--- config.mk ---
export PLATFORM = sky130hd
export DESIGN_NAME = uart_autoflow
export DESIGN_NICKNAME = d
export VERILOG_FILES = /design/src/rtl/uart_autoflow_pkg.sv /design/src/rtl/uaf_sync.sv /design/src/rtl/uaf_rx_hyst.sv /design/src/rtl/uaf_tx_gate.sv /design/src/rtl/uart_autoflow.sv
export SDC_FILE = /design/constraint.sdc
export NUM_CORES = 1
export LEC_CHECK = 0
export ABC_AREA = 0
export ABC_CLOCK_PERIOD_IN_PS = 1100
export BUFFER_PORTS_ARGS = -buffer_cell sky130_fd_sc_hd__buf_4
export CELL_PAD_IN_SITES_DETAIL_PLACEMENT = 1
export CELL_PAD_IN_SITES_GLOBAL_PLACEMENT = 1
export CORE_MARGIN = 4
export CORE_UTILIZATION = 25
export CTS_BUF_LIST = sky130_fd_sc_hd__clkbuf_4
export DETAILED_ROUTE_END_ITERATION = 12
export PLACE_DENSITY = 0.84
export RECOVER_POWER = 100
export SLEW_MARGIN = 20
export SYNTH_ARGS = -nofsm -noshare
export SYNTH_HDL_FRONTEND = slang
export SYNTH_SLANG_ARGS = --single-unit
--- constraint.sdc ---
create_clock -name clk_i -period 1.1 [get_ports clk_i]
set_input_delay 0.11 -clock clk_i [delete_from_list [all_inputs] [get_ports clk_i]]
set_output_delay 0.11 -clock clk_i [all_outputs]
set_load 0.005 [all_outputs]
--- src/rtl/uart_autoflow_pkg.sv ---
package uart_autoflow_pkg;
  localparam logic [2:0] FLOW_MODE_HW = 3'b001;
  localparam logic [2:0] PIN_MODE_ALT = 3'b010;

  typedef struct packed {
    logic hw_en;
    logic alt_pins;
  } flow_cfg_t;

  function automatic flow_cfg_t decode_cfg(logic [2:0] flow_mode, logic [2:0] pin_mode);
    flow_cfg_t c;
    c.hw_en    = (flow_mode == FLOW_MODE_HW);
    c.alt_pins = (pin_mode == PIN_MODE_ALT);
    return c;
  endfunction
endpackage

--- src/rtl/uaf_sync.sv ---
module uaf_sync #(
  parameter int unsigned WIDTH   = 1,
  parameter int unsigned STAGES  = 2,
  parameter logic        RST_VAL = 1'b1
) (
  input  logic             clk_i,
  input  logic             rst_ni,
  input  logic [WIDTH-1:0] d_i,
  output logic [WIDTH-1:0] q_o
);
  logic [STAGES-1:0][WIDTH-1:0] stg_q;

  always_ff @(posedge clk_i or negedge rst_ni) begin
    if (!rst_ni) stg_q <= {(STAGES*WIDTH){RST_VAL}};
    else         stg_q <= {stg_q[STAGES-2:0], d_i};
  end

  assign q_o = stg_q[STAGES-1];

  initial begin
    assert_stages_R6: assert (STAGES >= 2);
  end
endmodule

--- src/rtl/uaf_rx_hyst.sv ---
module uaf_rx_hyst #(
  parameter int unsigned LVL_W = 8
) (
  input  logic             clk_i,
  input  logic             rst_ni,
  input  logic             en_i,
  input  logic [LVL_W-1:0] level_i,
  input  logic [LVL_W-1:0] hi_i,
  input  logic [LVL_W-1:0] lo_i,
  output logic             stop_o
);
  logic stop_q;
  logic at_hi, at_lo;

  assign at_hi = (level_i >= hi_i);
  assign at_lo = (level_i <= lo_i);

  always_ff @(posedge clk_i or negedge rst_ni) begin
    if (!rst_ni)     stop_q <= 1'b0;
    else if (!en_i)  stop_q <= 1'b0;
    else if (at_hi)  stop_q <= 1'b1;   // high threshold has priority
    else if (at_lo)  stop_q <= 1'b0;
  end

  assign stop_o = stop_q;

  assert_stop_rise_R2: assert property (@(posedge clk_i) disable iff (!rst_ni)
    $rose(stop_q) |-> $past(en_i && level_i >= hi_i));
  assert_stop_set_R2: assert property (@(posedge clk_i) disable iff (!rst_ni)
    (en_i && level_i >= hi_i) |=> stop_q);
  assert_stop_fall_R3: assert property (@(posedge clk_i) disable iff (!rst_ni)
    $fell(stop_q) |-> $past(!en_i || (level_i <= lo_i && level_i < hi_i)));
  assert_stop_hold_R3: assert property (@(posedge clk_i) disable iff (!rst_ni)
    (en_i && level_i > lo_i && level_i < hi_i) |=> $stable(stop_q));
endmodule

--- src/rtl/uaf_tx_gate.sv ---
module uaf_tx_gate (
  input  logic clk_i,
  input  logic rst_ni,
  input  logic en_i,
  input  logic clear_n_i,
  input  logic boundary_i,
  output logic tx_en_o
);
  logic go_q;

  always_ff @(posedge clk_i or negedge rst_ni) begin
    if (!rst_ni)         go_q <= 1'b1;
    else if (!en_i)      go_q <= 1'b1;
    else if (boundary_i) go_q <= !clear_n_i;
  end

  assign tx_en_o = !en_i || go_q;

  assert_txen_mid_char_R4: assert property (@(posedge clk_i) disable iff (!rst_ni)
    (en_i && !boundary_i) |=> $stable(go_q));
  assert_txen_fall_R4: assert property (@(posedge clk_i) disable iff (!rst_ni)
    $fell(go_q) |-> $past(en_i && boundary_i && clear_n_i));
  assert_txen_rise_R5: assert property (@(posedge clk_i) disable iff (!rst_ni)
    $rose(go_q) |-> $past(!en_i || (boundary_i && !clear_n_i)));
endmodule

--- src/rtl/uart_autoflow.sv ---
module uart_autoflow
  import uart_autoflow_pkg::*;
#(
  parameter int unsigned LVL_W       = 8,
  parameter int unsigned SYNC_STAGES = 2
) (
  input  logic             clk_i,
  input  logic             rst_ni,
  input  logic [2:0]       flow_mode_i,
  input  logic [2:0]       pin_mode_i,
  input  logic [LVL_W-1:0] rx_level_i,
  input  logic [LVL_W-1:0] hi_thresh_i,
  input  logic [LVL_W-1:0] lo_thresh_i,
  input  logic             tx_boundary_i,
  input  logic             cts_n_i,
  input  logic             gp2_dsr_n_i,
  input  logic             gp3_val_i,
  output logic             rts_n_o,
  output logic             gp3_dtr_n_o,
  output logic             tx_en_o
);
  localparam int unsigned NPINS = 2;
  localparam int unsigned IDX_CTS = 0;
  localparam int unsigned IDX_DSR = 1;

  flow_cfg_t        cfg;
  logic [NPINS-1:0] pins_raw, pins_s;
  logic             stop, clear_n;

  assign cfg      = decode_cfg(flow_mode_i, pin_mode_i);
  assign pins_raw = {gp2_dsr_n_i, cts_n_i};

  uaf_sync #(.WIDTH(NPINS), .STAGES(SYNC_STAGES), .RST_VAL(1'b1)) u_sync (
    .clk_i  (clk_i),
    .rst_ni (rst_ni),
    .d_i    (pins_raw),
    .q_o    (pins_s)
  );

  assign clear_n = cfg.alt_pins ? pins_s[IDX_DSR] : pins_s[IDX_CTS];

  uaf_rx_hyst #(.LVL_W(LVL_W)) u_rx_hyst (
    .clk_i  (clk_i),
    .rst_ni (rst_ni),
    .en_i   (cfg.hw_en),
    .level_i(rx_level_i),
    .hi_i   (hi_thresh_i),
    .lo_i   (lo_thresh_i),
    .stop_o (stop)
  );

  uaf_tx_gate u_tx_gate (
    .clk_i     (clk_i),
    .rst_ni    (rst_ni),
    .en_i      (cfg.hw_en),
    .clear_n_i (clear_n),
    .boundary_i(tx_boundary_i),
    .tx_en_o   (tx_en_o)
  );

  assign rts_n_o     = stop && !cfg.alt_pins;
  assign gp3_dtr_n_o = cfg.alt_pins ? stop : gp3_val_i;

  assert_disabled_R1: assert property (@(posedge clk_i) disable iff (!rst_ni)
    (flow_mode_i != FLOW_MODE_HW) |=> ((flow_mode_i != FLOW_MODE_HW) -> (!rts_n_o && tx_en_o)));
  assert_alt_rts_low_R7: assert property (@(posedge clk_i) disable iff (!rst_ni)
    (pin_mode_i == PIN_MODE_ALT) |-> !rts_n_o);
  assert_gp3_pass_R8: assert property (@(posedge clk_i) disable iff (!rst_ni)
    (pin_mode_i != PIN_MODE_ALT) |-> (gp3_dtr_n_o == gp3_val_i));
endmodule

==> impl_metrics.yaml <==
outcome:
  status: "complete, but fails checks"
  failed_checks: "negative setup slack"
pwr:
  p_switching_mw: 0.228
  p_per_area_mw_per_mm2: 711
  p_sw_frac: 0.271
  peakVddDrop_v: 0.000897
  p_clk_frac: 0.294
  p_comb_frac: 0.420
  leakagePower_nw: 0.595
  internal_power_mw: 0.613
  power_mw: 0.840
  pwr-share-seq: 0.286
worst_hold_path:
  hp-class: "in2reg"
  hold_depth: 3
clock_tree:
  cts_sinks: 6
  cts_buffer_depth: 2
  clockRootBuffer: "clkbuf_4"
  cts_tree: "yes"
  clkTransAtPathRegs_ns: 0.05
  h-tree-depth: 1
  clock_latency_ns: 0.25
  cts_buffers: 3
floorplanning:
  die_area_mm2: 0.00330
  ioPinCount: 39
  start_util: 0.269
  rows: 17
  die_w_um: 57.5
  fp.dieH_um: 57.5
  core_mm2: 0.00228
global_routing:
  grtUsageTotal: 0.126
  overflow: 0
  antenna_found_initial: 0
  grt_max_degree: 7
  grt_pass1_vias: 780
  grt_pass1_wl_mm: 3.26
synthesis:
  synth_edf_count: 0
  synth-seq-area-share: 0.256
  synth_warnings: 0
  synth.distinct_cells: 23
  yosysMostFrequentCell: "ha_1"
  yosysTopAreaCell: "ha_1"
  synthFlopType: "dfstp_2"
  synthArstFlopShare: 1.00
  netlist_area_um2: 612
  syn_inst: 66
  syn_area_per_cell_um2: 9.27
  synth_seq_cells: 6
  synthesis.nets: 118
  synthDominantCellAreaShare: 0.327
  yosys-top-cells-count: "ha_1, inv_1, dfstp_2"
  synth.top_cells.by_area: "ha_1, dfstp_2, inv_1"
place:
  place_area_mm2: 0.00104
  portBuffers: 38
  post-dp-hpwl_mm: 1.77
  gp_congestion: 0.709
critical_path:
  start_kind: "flip-flop"
  end_kind: "primary output"
  worst-path-max-fanout: 4
  arrival_ns: 1.05
  path_cells: "mux2_4, buf_6"
  required_ns: 0.99
  path_class: "reg2out"
  reg2reg_depth: 4
  crit_path_max_incr_delay_ns: 0.41
  critPathSlowestCell: "dfrtp_1"
sta:
  fin_crit_sh: 1.05
  relSlewSlack: 0.641
  drv_slew: 0
  finClkSkew_ns: 0.0111
  layout_setup_ws_ns: -0.0601
  min_period_ns: 1.16
  fmax_ghz: 0.862
  worst_pin_slew_ns: 0.537
  hold_violations: 0
  rsz0062_at_grt: "true"
  setup_viol: 2
cells_and_area:
  nNetsFinal: 170
  area_growth_pct: 93.0
  diodes: 0
  drive_gt1_frac: 0.581
  fill_cells: 254
  multi_input_area_um2: 513
  final_core_util: 0.519
  design_area_mm2: 0.00118
  seq_area_um2: 156
routing:
  antenna_left: 0
  num_vias: 665
  dr.first_iter.drc_count: 3
  firstDrtPassIters: 2
  wl_mm: 2.07
  drc_errors: 0
  vias_per_cell: 4.59
  wire_per_inst_um: 14.3
run:
  maxCapViolCount: 0
## per-stage QoR
step / setup TNS, ns / hold slack [ns] / instances / setup WS [ns]
after floorplan: -0.143 / -0.186 / 66 / -0.143
after global placement: -0.381 / -0.0829 / 138 / -0.357
after detailed placement: -0.492 / -0.0786 / 138 / -0.418
after CTS: -0.147 / 0.0951 / 145 / -0.0740
after global routing: -0.225 / 0.146 / 145 / -0.0938
final: -0.114 / 0.124 / 145 / -0.0601
## cell usage in the layout (no fill, tap or decap), drive strengths merged, types with 2 or more instances in the layout
master / count
a211oi: 2
a21oi: 2
buf: 41
clkbuf: 7
dfstp: 5
dlygate4sd3: 3
ha: 16
inv: 15
mux2: 2
nand2: 3
nand4: 2
nor2: 2
nor3b: 2
o211ai: 2
o21ai: 3
## state kept, by name, summed over array words and instances (netlist names)
| register | count |
|---|---|
| u_sync.q_o | 2 |
| u_sync.stg_q | 2 |
| u_rx_hyst.stop_o | 1 |
| u_tx_gate.go_q | 1 |
## metal layers
layer / global-route usage / vias to the layer above / part of all wire
li1: - / 337 / -
met2: 0.242 / 22 / 0.55
met3: 0.0226 / 6 / 0.056
met4: 0.0497 / 0 / 0.025
met5: 0 / - / 0
met1: 0.132 / 300 / 0.37
## worst max-delay path, delay by kind of cell, from the launching register on
family | cells | cell delay [ns]
flops | 1 | 0.41
mux | 1 | 0.28
buf+inv | 1 | 0.11
## what timing repair did
action / in CTS / in global routing
buffers inserted: 0 / 0
resized for setup: 7 / 10
endpoints found under the setup margin: 3 / 4
endpoints found under the hold margin: 8 / 0
pin swaps: 4 / 5
hold buffers: 3 / 0
## power groups by stage
stage	Clock (mW)	Combinational [mW]	Sequential, mW
floorplan	0	0.123	0.242
global placement	0	0.285	0.243
detailed placement	0	0.303	0.243
CTS	0.256	0.330	0.241
global route	0.266	0.393	0.241
finish	0.247	0.353	0.241
## cell families after synthesis
group | Yosys count | share of synthesized area
fa+ha+maj | 16 | 0.327
simple gates | 12 | 0.108
compound gates | 15 | 0.180
mux | 2 | 0.0368
flops | 6 | 0.256
buf+inv | 15 | 0.0920
## cell type report
class | instances | share of cell area
tap | 28 | 0.0297
timing repair buffer | 47 | 0.318
inverter | 15 | 0.0604
sequential | 6 | 0.132
clock buffer | 4 | 0.0254
multi-input combinational | 45 | 0.434
## path summary, 6_finish.rpt
kind / start / to / slack [ns]
min in group asynchronous: rst_ni / u_rx_hyst.stop_o / 0.26
worst max-delay path: u_rx_hyst.stop_o / gp3_dtr_n_o / -0.06
worst min register to register: u_sync.stg_q[0] / u_sync.q_o[0] / 0.34
worst min-delay path: flow_mode_i[2] / u_tx_gate.go_q / 0.12
max in group asynchronous: rst_ni / u_sync.stg_q[0] / 0.54
worst max register to register: u_rx_hyst.stop_o / u_rx_hyst.stop_o / 0.03
No activity file was read; power rests on OpenSTA's default activity.
